File: src/rtl/repl_index_pkg.sv
package repl_index_pkg;

    localparam int STATE_W = 32;
    localparam int HALF_W  = STATE_W / 2;

    localparam logic [STATE_W-1:0] LCG_MUL = 32'd314159;
    localparam logic [STATE_W-1:0] LCG_INC = 32'd1;

    typedef enum logic {
        ST_IDLE  = 1'b0,
        ST_ISSUE = 1'b1
    } pick_fsm_e;

endpackage

File: src/rtl/lcg_step.sv
module lcg_step
    import repl_index_pkg::*;
(
    input  logic               clk,
    input  logic               rst,
    input  logic               advance,
    output logic [STATE_W-1:0] state_nxt
);

    logic [STATE_W-1:0] state_q;

    // Next value of the recurrence, offered combinationally so the
    // folder sees the stepped state in the request cycle.
    always_comb begin
        state_nxt = state_q * LCG_MUL + LCG_INC;
    end

    always_ff @(posedge clk) begin
        if (rst) begin
            state_q <= '0;
        end else if (advance) begin
            state_q <= state_nxt;
        end
    end

endmodule

File: src/rtl/range_fold.sv
module range_fold
    import repl_index_pkg::*;
#(
    parameter int ENTRIES = 16,
    localparam int IDX_W   = $clog2(ENTRIES),
    localparam int WIRED_W = IDX_W + 1
) (
    input  logic [STATE_W-1:0] state_in,
    input  logic [WIRED_W-1:0] floor_in,
    output logic [IDX_W-1:0]   slot
);

    localparam logic [WIRED_W-1:0] ENTRIES_W = WIRED_W'(ENTRIES);
    localparam logic [IDX_W-1:0]   LAST_SLOT = IDX_W'(ENTRIES - 1);

    logic [HALF_W-1:0]  upper;
    logic [WIRED_W-1:0] span;
    logic [HALF_W-1:0]  rem;

    always_comb begin
        upper = HALF_W'(state_in >> HALF_W);
        span  = '0;
        rem   = '0;
        if (floor_in >= ENTRIES_W) begin
            slot = LAST_SLOT;
        end else begin
            span = ENTRIES_W - floor_in;
            rem  = upper % HALF_W'(span);
            slot = IDX_W'(rem + HALF_W'(floor_in));
        end
    end

endmodule

File: src/rtl/repl_index_gen.sv
module repl_index_gen
    import repl_index_pkg::*;
#(
    parameter int ENTRIES = 16,
    localparam int IDX_W   = $clog2(ENTRIES),
    localparam int WIRED_W = IDX_W + 1
) (
    input  logic               clk,
    input  logic               rst,
    input  logic               pick_req,
    input  logic [WIRED_W-1:0] floor_in,
    output logic [IDX_W-1:0]   slot_out,
    output logic               slot_valid
);

    pick_fsm_e          cur_st;
    pick_fsm_e          nxt_st;
    logic [STATE_W-1:0] stepped;
    logic [IDX_W-1:0]   folded;

    lcg_step u_lcg (
        .clk       (clk),
        .rst       (rst),
        .advance   (pick_req),
        .state_nxt (stepped)
    );

    range_fold #(.ENTRIES(ENTRIES)) u_fold (
        .state_in (stepped),
        .floor_in (floor_in),
        .slot     (folded)
    );

    // State register
    always_ff @(posedge clk) begin
        if (rst) begin
            cur_st <= ST_IDLE;
        end else begin
            cur_st <= nxt_st;
        end
    end

    // Transitions: start, stream, drain, rest
    always_comb begin
        nxt_st = cur_st;
        unique case (cur_st)
            ST_IDLE:  nxt_st = pick_req ? ST_ISSUE : ST_IDLE;
            ST_ISSUE: nxt_st = pick_req ? ST_ISSUE : ST_IDLE;
            default:  nxt_st = ST_IDLE;
        endcase
    end

    // Outputs
    always_ff @(posedge clk) begin
        if (rst) begin
            slot_out <= '0;
        end else if (pick_req) begin
            slot_out <= folded;
        end
    end

    assign slot_valid = (cur_st == ST_ISSUE);

endmodule

File: config.mk
export PLATFORM = sky130hd
export DESIGN_NAME = repl_index_gen
export DESIGN_NICKNAME = d
export VERILOG_FILES = /design/src/rtl/repl_index_pkg.sv /design/src/rtl/lcg_step.sv /design/src/rtl/range_fold.sv /design/src/rtl/repl_index_gen.sv
export SDC_FILE = /design/constraint.sdc
export NUM_CORES = 1
export LEC_CHECK = 0
export ABC_AREA = 1
export BUFFER_PORTS_ARGS = -buffer_cell sky130_fd_sc_hd__buf_2
export CAP_MARGIN = 20
export CORE_AREA = 3 3 214 216
export DETAILED_ROUTE_END_ITERATION = 7
export DIE_AREA = 0 0 217 219
export HOLD_SLACK_MARGIN = 0.1
export SYNTH_ARGS = -nofsm -noshare
export SYNTH_HDL_FRONTEND = slang
export SYNTH_SLANG_ARGS = --single-unit
File: constraint.sdc
create_clock -name clk -period 71.6 [get_ports clk]
set_input_delay 17.9 -clock clk [delete_from_list [all_inputs] [get_ports clk]]
set_output_delay 17.9 -clock clk [all_outputs]
set_load 0.02 [all_outputs]
# Word-level counts from Yosys, hierarchy flattened
# Index checks and enable logic that the tools add are counted.
# Widths: inputs -> output; s select.
# word_totals
input_bits	8
word_cells	11
regBits	37
out_inout_bits	5
# op_classes
magnitude_cmp	1
mul	1
muxes	2
div_mod_pow	1
add_sub_neg	3
# op_table
op	n
$add 32x1->32 const B	1
$mul 32x19->32 const B	1
$mod 16x5->16	1
$ge 5x5->1 const B	1
$sub 5x5->5 const A	1
$add 4x4->4	1
$mux 4	1
$mux 1	1

# Longest topological paths before layout
# Gate-level depths: netlist (run 1).
# depth
ltp_word	5
depth_mapped	209
mapped_depth_nobuf	204

# Hierarchy
# Synthesis (run 1) repeated with hierarchy kept, for this count alone.
# unflattened
cells_unflattened	2274
area_unflattened_um2	15892.7
# by_module_without_submodules
module	seq_area_each_um2	n_inst	area_each_um2	cells_each
lcg_step	640.6	1	9990.8	1249
range_fold	0.0	1	5694.2	996
repl_index_gen	100.1	1	207.7	29

# Worst setup path after synthesis (run 1)
# Ideal clock, no wire load.
# synth_timing
path_kind	input-to-reg
start	input floor_in[0]
end	register slot_out[3]
arrival_ns	41.902
path_buffers	5
path_slack_ns	29.589
setup_time_ns	0.109
cell_stages	181
t_required_ns	71.491
cell_sequence	inv_1 -> ha_1 -> xnor2_1 -> inv_1 -> nand2_1 -> nor3_1 -> o21ai_0 -> nand3_2 -> nand2_1 -> inv_1 -> ha_1 -> o21ai_0 -> nand2_1 -> nand3_1 -> or2_2 -> nand2_1 -> ha_1 -> inv_1 -> (+145 left out) -> a311oi_1 -> nor2_1 -> o21ai_0 -> inv_1 -> nand2_1 -> nand3_1 -> nor2_4 -> nand2_2 -> mux2_4 -> ha_1 -> nand3_1 -> nand2_1 -> xor2_1 -> inv_1 -> nand3_1 -> nand3_1 -> nand2_1 -> inv_1
# synth_via
elab_chain_cells	4
elab_cells_between_ends	5
cone_classes	2 x add/sub; 1 x div; 1 x order compare; 1 x mux
# synth_lines
element	line_no	source
from (decl)	repl_index_gen.sv:11	input logic [WIRED_W-1:0] floor_in,
$sub 5x5->5	range_fold.sv:27	span = ENTRIES_W - floor_in;
$mod 16x5->16	range_fold.sv:28	rem = upper % HALF_W'(span);
$add 4x4->4	range_fold.sv:29	slot = IDX_W'(rem + HALF_W'(floor_in));
$mux 4 *	range_fold.sv:24	if (floor_in >= ENTRIES_W) begin
to (signal assigned)	repl_index_gen.sv:58	slot_out <= folded;
to (decl)	repl_index_gen.sv:12	output logic [IDX_W-1:0] slot_out,
# Every way passes the cells marked *; elsewhere a longest branch is shown, timed or not.
# A chain may end at the register's enable or synchronous reset.

# Worst setup path in the final report (run 1)
# Ends and elaborated chain as after synthesis.

==> run summary, run 1 <==
number of distinct library cells after synthesis - 54
Max clock buf depth - 2
NumNets Final - 2596
maxcap violations - 0
YS warnings - 0
CP Max Fanout - 17
hold path depth - 2
WL/cell - 13.78 µm
Crit-path slowest cell - inv_1
buffers plus inverters on the worst setup path - 26
number of cells produced by synthesis - 2180
worst hold path class - reg2reg
die height - 219 µm
synthesis-to-layout area growth - 5.558%
period utilisation layout - 63.70%
setup slack, reg-to-reg - 39.74 ns
drt pass-1 iters - 5
Initial DRC Count - 705
Avg Vias per Cell - 4.680
slowest cell delay on critical path - 0.51 ns
first-pass GRT wire length - 64.99 mm
number of cells upsized or downsized after cts - 0
CP Launch Type - input pin
Core Area - 0.04412 mm²
Hold Slack - 0.5132 ns
Most used DFF post-synth - dfxtp_1
Mapped Area - 0.01542 mm²
CTS tree - done
layer with the highest usage - met2
max-slew violation count - 0
remaining routing DRC violations - 0
R2R depth - 193
syn_nets - 2594
largest net degree at the start of global routing - 65
clock period minus final worst setup slack - 45.61 ns
RSZ-0062 raised after global routing - no
worst endpoint required time - 71.80 ns
Synth top area share - 23.63%
clock latency at the later pin of the worst-skew pair - 0.30 ns
IO Pins - 13
# Post-CTS Setup Buffers - 0
Area contributors post-synth - fa_1, ha_1, inv_1, nand2_1, dfxtp_1
Worst Tran Pin Value - 1.041 ns
reg-to-reg endpoint - slot_out[3]
# rows - 77
Mean Syn Cell Area - 7.074 µm²
fraction of registers with async set/reset - 0%
Die X - 217 µm
Root Driver - clkbuf_16
Slew HR - 30.52%
count leader, synth - inv_1
most used cell, CP - nand2_1
Detail Route Antenna Nets - 0
Hold Startpoint - slot_out[1]
Congestion Overflow GR - 0
vias in the first global route - 13100
crit path capture type - flop
routability cong. - 0.8895
CTS Buf Count - 5
count of final setup violators - 0
Total Wirelength - 38.24 mm
met3 Resource Use GR - 1.191%
share of cells above drive strength 1 - 7.421%
DP HPWL - 33.44 mm
DR vias - 12990
Min-Delay Endpoint - slot_out[1]
final count of hold timing violations - 0
Post-synth EDFFs - 0
Synth Register Bits - 37
WS Path Type - in2reg
post-synthesis sequential area ratio - 4.803%
clock skew - 0.008263 ns
clock slew at reported path FFs - 0.07 ns
hold_buf cts - 0
CTS HTree Levels - 2
status - finished, final reports clean
port bufs - 12
initial antenna violation count - 1
Final TNS setup - 0 ns
M1 GR Usage - 23.52%
largest area contributor in the netlist - fa_1
initial core utilization - 34.95%
CTS Sinks - 37
# diodes - 0
Overall Global Routing Usage - 16.64%
most frequent cells after synthesis - inv_1, nand2_1, ha_1
met2 GRT Util - 28.42%
Max Clock Freq - 21.93 MHz
RR Startpoint - u_lcg.state_q[11]
Die ar. - 0.04752 mm²
crit path DAT - 45.81 ns
family with the most delay on the worst path - simple AND/OR/NAND/NOR gates
==> cell families (layout without fill, tap and decap cells) <==
logic type / count (synthesis) / after routing / synth area share [%]
adder cells (fa/ha/maj): 406 / 406 / 41.80
AND/OR/NAND/NOR: 716 / 716 / 22.19
multiplexers: 1 / 1 / 0.09733
flip-flops: 37 / 37 / 4.803
AO/OA/AOI/OAI: 270 / 270 / 9.996
buffers and inverters: 668 / 671 / 16.41
XOR/XNOR: 82 / 82 / 4.706
==> routing by layer <==
metal,routed length (µm),vias up
met4,478,2
met3,1234,30
met1,18890,6087
li1,-,6645
met2,17630,224
met5,13,-
==> placed cells by master, fill, tap and decap left out, drive strengths merged, types with 2 or more instances in the layout <==
cell     instances
a21boi           3
a21o            10
a21oi          104
a311oi           2
a31oi            3
buf             12
clkbuf           5
clkinv           5
dfxtp           37
fa             182
ha             224
inv            648
nand2          400
nand3          119
nand3b           8
nand4           27
nor2           131
nor3            17
o2111ai          2
o211ai           7
o21a             3
o21ai          113
o21bai          16
o221ai           3
o31ai            4
or2             11
xnor2           30
xor2            52
==> sequential cells by signal, indices dropped and copies added (netlist names) <==
| signal | flops |
|---|---|
| slot_out | 4 |
| slot_valid | 1 |
| u_lcg.state_q | 32 |
==> cell type report <==
class / instances / area [µm²]
clock buffer: 5 / 125.1
clock inverter: 3 / 17.52
fill: 4746 / 27850
inverter: 651 / 2444
multi-input combinational: 1475 / 12150
sequential: 37 / 740.7
tap: 592 / 740.7
timing repair buffer: 12 / 60.06
==> worst max-delay path by stage <==
| stage | cells after the start | endpoint | from |
|---|---|---|---|
| 5_1_grt | 179 | slot_out[3] | floor_in[0] |
| 3_5_place_dp | 177 | slot_out[3] | floor_in[0] |
| 2_1_floorplan | 181 | slot_out[3] | floor_in[0] |
| 6_report | 177 | slot_out[3] | floor_in[0] |
| 3_3_place_gp | 172 | slot_out[3] | floor_in[0] |
| 4_1_cts | 174 | slot_out[3] | floor_in[0] |
==> stage by stage <==
step / util, % / setup WS [ns] / cell area, µm² / cells
6_report: 36.89 / 25.99 / 16280 / 2775
5_1_grt: 36.89 / 22.45 / 16280 / 2775
4_1_cts: 36.89 / 26.12 / 16280 / 2775
3_5_place_dp: 36.57 / 25.91 / 16140 / 2767
3_3_place_gp: 36.57 / 27.28 / 16140 / 2767
2_1_floorplan: - / 29.59 / 15420 / 2180
==> worst register-to-register path, delay by kind of cell (launching register included) <==
family                   cells  cell delay (ns)
AND/OR/NAND/NOR             92            11.16
AO/OA/AOI/OAI               46             8.64
adder cells (fa/ha/maj)     24             8.44
buffers and inverters       29             2.48
flip-flops                   1             0.52
multiplexers                 1             0.34
XOR/XNOR                     1             0.22
Power of run 1 is not shown: default switching activity piles up to over one toggle a cycle in this logic, so the estimate is an artifact.
==> inputs of run 2 (changes only) <==
Clock period 71.6 ns to 36.8 ns, I/O delays scaled along.
==> run 2 against run 1 <==
Compared with the run above: hold slack better by 0.038 ns; routed wire length grew 0.56%; sequential cell count stayed put; non-clock buffer count rose by 17; critical path type unchanged; first-iteration DRC count down 2.1%; cell count is 0.61% higher; global-route usage down 0.11 points.
==> run summary, run 2 (same netlist as run 1, synthesis figures left out) <==
crit path DAT - 34.28 ns (-11.53 ns)
routability cong. - 0.8932 (+0.42%)
period utilisation layout - 92.59%
DR vias - 13120 (+1.0%)
# rows - 77 (unchanged)
most frequent cells in the layout - inv_1, nand2_1, ha_1
Total Wirelength - 38.46 mm (+0.56%)
CTS tree - done
largest net degree at the start of global routing - 65 (unchanged)
Placed Cells - 2769 (+0.072%)
Worst Tran Pin Value - 0.9908 ns (-0.04991 ns)
WL/cell - 13.77 µm (about the same)
worst endpoint required time - 37.00 ns (-34.80 ns)
most common cell after layout, fill and taps aside - inv_1
clock period minus final worst setup slack - 34.07 ns
Detail Route Antenna Nets - 0 (unchanged)
Crit-path slowest cell - ha_1
clock latency at the later pin of the worst-skew pair - 0.30 ns (about the same)
drt pass-1 iters - 5 (unchanged)
remaining routing DRC violations - 0 (unchanged)
CTS Buf Count - 5 (unchanged)
buffers plus inverters on the worst setup path - 25 (-3.8%)
Max Clock Freq - 29.35 MHz
CTS Sinks - 37 (unchanged)
Die X - 217 µm (unchanged)
hold_buf cts - 0 (unchanged)
Max clock buf depth - 2 (unchanged)
share of cells above drive strength 1 - 8.864% (+1.4 points)
Finished Layout Cells - 2792 (+0.61%)
DP HPWL - 33.24 mm (-0.58%)
max reg flops - 32 (unchanged)
most used cell, CP - nand2_1
vias in the first global route - 13160 (+0.47%)
port bufs - 12 (unchanged)
Congestion Overflow GR - 0 (unchanged)
synthesis-to-layout area growth - 7.164%
WS Path Type - in2reg
Overall Global Routing Usage - 16.52% (-0.11 points)
die height - 219 µm (unchanged)
worst hold path class - reg2reg
initial core utilization - 34.95% (unchanged)
Largest Register - u_lcg.state_q
status - finished, final reports clean
Core Area - 0.04412 mm² (unchanged)
final count of hold timing violations - 0 (unchanged)
first-pass GRT wire length - 64.55 mm (-0.68%)
initial antenna violation count - 1 (unchanged)
CP Launch Type - input pin
CP Max Fanout - 15 (-2)
max-slew violation count - 0 (unchanged)
Slew HR - 33.95% (+3.4 points)
family with the most delay on the worst path - simple AND/OR/NAND/NOR gates
# diodes - 0 (unchanged)
Die ar. - 0.04752 mm² (unchanged)
NumNets Final - 2613 (+0.65%)
Avg Vias per Cell - 4.699 (+0.41%)
IO Pins - 13 (unchanged)
clock skew - 0.01044 ns (+0.002180 ns)
CTS HTree Levels - 2 (unchanged)
count of final setup violators - 0 (unchanged)
Root Driver - clkbuf_16
crit path capture type - flop
maxcap violations - 0 (unchanged)
Initial DRC Count - 690 (-2.1%)
slowest cell delay on critical path - 0.39 ns (-0.12 ns)
clock slew at reported path FFs - 0.07 ns (about the same)
==> run 2: changes by cell type in the layout (fill, tap and decap cells not counted), sizes merged <==
cell | previous run | this run
clkinv | 5 | 4
buf | 12 | 29
bufinv | 0 | 1
==> run 2: path summary, 6_finish.rpt <==
check	startpoint	end	slack, ns	cells past startpoint
hold reg to reg	slot_out[0]	slot_out[0]	0.55	2
setup / recovery	floor_in[0]	slot_out[3]	2.73	179
setup reg to reg	u_lcg.state_q[9]	slot_out[3]	6.93	196
hold / removal	slot_out[0]	slot_out[0]	0.55	2
==> run 2: cell type report <==
type                       instances  area, µm²
multi-input combinational       1475      12240
clock buffer                       5      125.1
timing repair buffer              29      187.7
clock inverter                     3      43.79
fill                            4695      27600
sequential                        37      740.7
inverter                         651       2447
tap                              592      740.7
==> run 2: per-layer routing <==
layer	global-route usage, %	share of wire [%]
met5	0	0.034
met3	1.537	3.9
met2	28.70	46
met4	2.805	1.5
met1	22.71	48
==> run 2: per-stage QoR <==
stage	area [µm²]	util, %	TNS, ns	hold WS [ns]	setup WS (ns)
floorplan	15420	-	0	0.5690	3.489
global placement	16150	36.60	0	0.5376	1.542
detailed placement	16150	36.60	0	0.5413	0.2862
CTS	16320	36.98	0	0.5542	0.5315
global route	16530	37.45	-0.03451	0.5915	-0.03451
finish	16530	37.45	0	0.5508	2.726
==> run 2: worst register-to-register path, delay by kind of cell, from the launching register on <==
kind                     cells  cell delay (ns)
AND/OR/NAND/NOR             91            10.40
AO/OA/AOI/OAI               48             7.33
buffers and inverters       31             2.51
flip-flops                   1             0.66
XOR/XNOR                     1             0.18
multiplexers                 1             0.34
adder cells (fa/ha/maj)     24             8.32
==> run 2: repair_timing <==
item	in CTS	in global routing
setup buffers	0	15
resized for setup	0	24
endpoints found under the hold margin	0	0
endpoints found under the setup margin	0	4
Power of run 2 is left out for the same reason.
==> inputs of run 3 (changes only) <==
Settings changed: MAX_ROUTING_LAYER set to met4.
==> run 3 against run 2 <==
Compared with the run above: clock skew up 0.0060 ns; core utilization rose by 0.11 points; cell count rose by 0.21%; sequential cell count stayed put; critical path type unchanged; critical endpoint unchanged.
==> run summary, run 3 (same netlist as run 1, synthesis figures left out) <==
status - finished, final reports clean
Worst Tran Pin Value - 1.034 ns (+0.04280 ns)
max reg flops - 32 (unchanged)
area post-placement - 0.01616 mm² (about the same)
Hold Slack - 0.5625 ns (+0.01169 ns)
CTS HTree Levels - 2 (unchanged)
routability cong. - 0.9013 (+0.91%)
clock latency at the later pin of the worst-skew pair - 0.31 ns (about the same)
first-pass GRT wire length - 65.68 mm (+1.8%)
Avg Vias per Cell - 4.666 (-0.71%)
crit path DAT - 34.21 ns (-0.07 ns)
Root Driver - clkbuf_16
Detail Route Antenna Nets - 0 (unchanged)
Total Wirelength - 38.91 mm (+1.2%)
Largest Register - u_lcg.state_q
initial core utilization - 34.95% (unchanged)
Overall Global Routing Usage - 17.29% (+0.77 points)
most frequent cells in the layout - inv_1, nand2_1, ha_1
max-slew violation count - 0 (unchanged)
CTS tree - done
Slew HR - 31.00% (-3.0 points)
CTS Sinks - 37 (unchanged)
period utilisation layout - 92.37% (-0.22 points)
vias in the first global route - 13280 (+0.89%)
port bufs - 12 (unchanged)
worst endpoint required time - 37.01 ns (about the same)
Finished Core Util - 37.56% (+0.11 points)
remaining routing DRC violations - 0 (unchanged)
NumNets Final - 2617 (+0.15%)
# rows - 77 (unchanged)
DR vias - 13060 (-0.50%)
Die ar. - 0.04752 mm² (unchanged)
clock slew at reported path FFs - 0.08 ns (about the same)
maxcap violations - 0 (unchanged)
crit path capture type - flop
Initial DRC Count - 601 (-13%)
CP Max Fanout - 15 (unchanged)
slowest cell delay on critical path - 0.44 ns (+0.05 ns)
Crit-path slowest cell - fa_1
drt pass-1 iters - 5 (unchanged)
Die X - 217 µm (unchanged)
CTS Buf Count - 5 (unchanged)
Multi-input gate area - 0.01227 mm² (+0.20%)
Max clock buf depth - 2 (unchanged)
Congestion Overflow GR - 0 (unchanged)
DP HPWL - 33.66 mm (+1.3%)
WL/cell - 13.91 µm (+0.95%)
count of final setup violators - 0 (unchanged)
worst hold path class - reg2reg
clock skew - 0.01646 ns (+0.006020 ns)
Finished Layout Cells - 2798 (+0.21%)
# fillers - 4738 (+0.92%)
CP Launch Type - input pin
clock period minus final worst setup slack - 33.99 ns (-0.08140 ns)
final count of hold timing violations - 0 (unchanged)
share of cells above drive strength 1 - 9.301% (+0.44 points)
most used cell, CP - nand2_1
synthesis-to-layout area growth - 7.480%
largest net degree at the start of global routing - 65 (unchanged)
die height - 219 µm (unchanged)
initial antenna violation count - 1 (unchanged)
Max Clock Freq - 29.42 MHz (+0.24%)
Core Area - 0.04412 mm² (unchanged)
WS Path Type - in2reg
Placed Cells - 2770 (+0.036%)
IO Pins - 13 (unchanged)
final design instance area without fill - 0.01657 mm² (+0.30%)
register area - 740.7 µm² (unchanged)
most common cell after layout, fill and taps aside - inv_1
## run 3: cell types whose count changed in the layout (fill, tap and decap cells not counted), moves of 2 or more
cell     before  now
a21oi_2       7    9
a21oi_1      91   89
inv_2        31   33
buf_4        17   20
diode_2       0    2
nor2_2       16   18
## run 3: cell type report
type | instances | area share, %
Multi-Input combinational cell | 1476 | 74.00
Inverter | 651 | 14.74
Sequential cell | 37 | 4.469
Tap cell | 592 | 4.469
Timing Repair Buffer | 32 | 1.268
Clock buffer | 5 | 0.7549
Clock inverter | 3 | 0.2642
Antenna cell | 2 | 0.03020
## run 3: metal layers
metal / wire length, µm / global-route usage [%] / up-vias
met5: 0 / - / -
met4: 431 / 2.435 / 0
met3: 1394 / 1.551 / 26
met2: 18420 / 29.56 / 194
met1: 18660 / 22.93 / 6137
li1: - / - / 6699
## run 3: what timing repair did
action | 4_1_cts | 5_1_grt
resized for setup | 0 | 31
setup buffers | 0 | 17
hold buffers | 0 | 0
endpoints found under the setup margin | 0 | 4
## run 3: critical path, delay by kind of cell
family / cells / cell delay (ns)
buffers and inverters: 23 / 1.83
AOI/OAI and AO/OA: 44 / 6.66
adders and majority gates: 18 / 5.53
xor gates and xnor gates: 1 / 0.18
muxes: 1 / 0.33
and+or+nand+nor: 90 / 10.45
## run 3: path summary, 6_finish.rpt
check / startpoint / to / slack, ns / cells after the start
worst max-delay path: floor_in[0] / slot_out[3] / 2.81 / 177
worst max register to register: u_lcg.state_q[9] / slot_out[3] / 6.85 / 193
worst min-delay path: slot_out[3] / slot_out[3] / 0.56 / 4
worst min register to register: slot_out[3] / slot_out[3] / 0.56 / 4
## run 3: stage by stage
step / TNS [ns] / setup WS (ns)
CTS: 0 / 0.7899
floorplan: 0 / 3.489
global placement: 0 / 1.794
detailed placement: 0 / 0.5466
finish: 0 / 2.807
global route: -0.04581 / -0.04581
Power of run 3 is left out for the same reason.
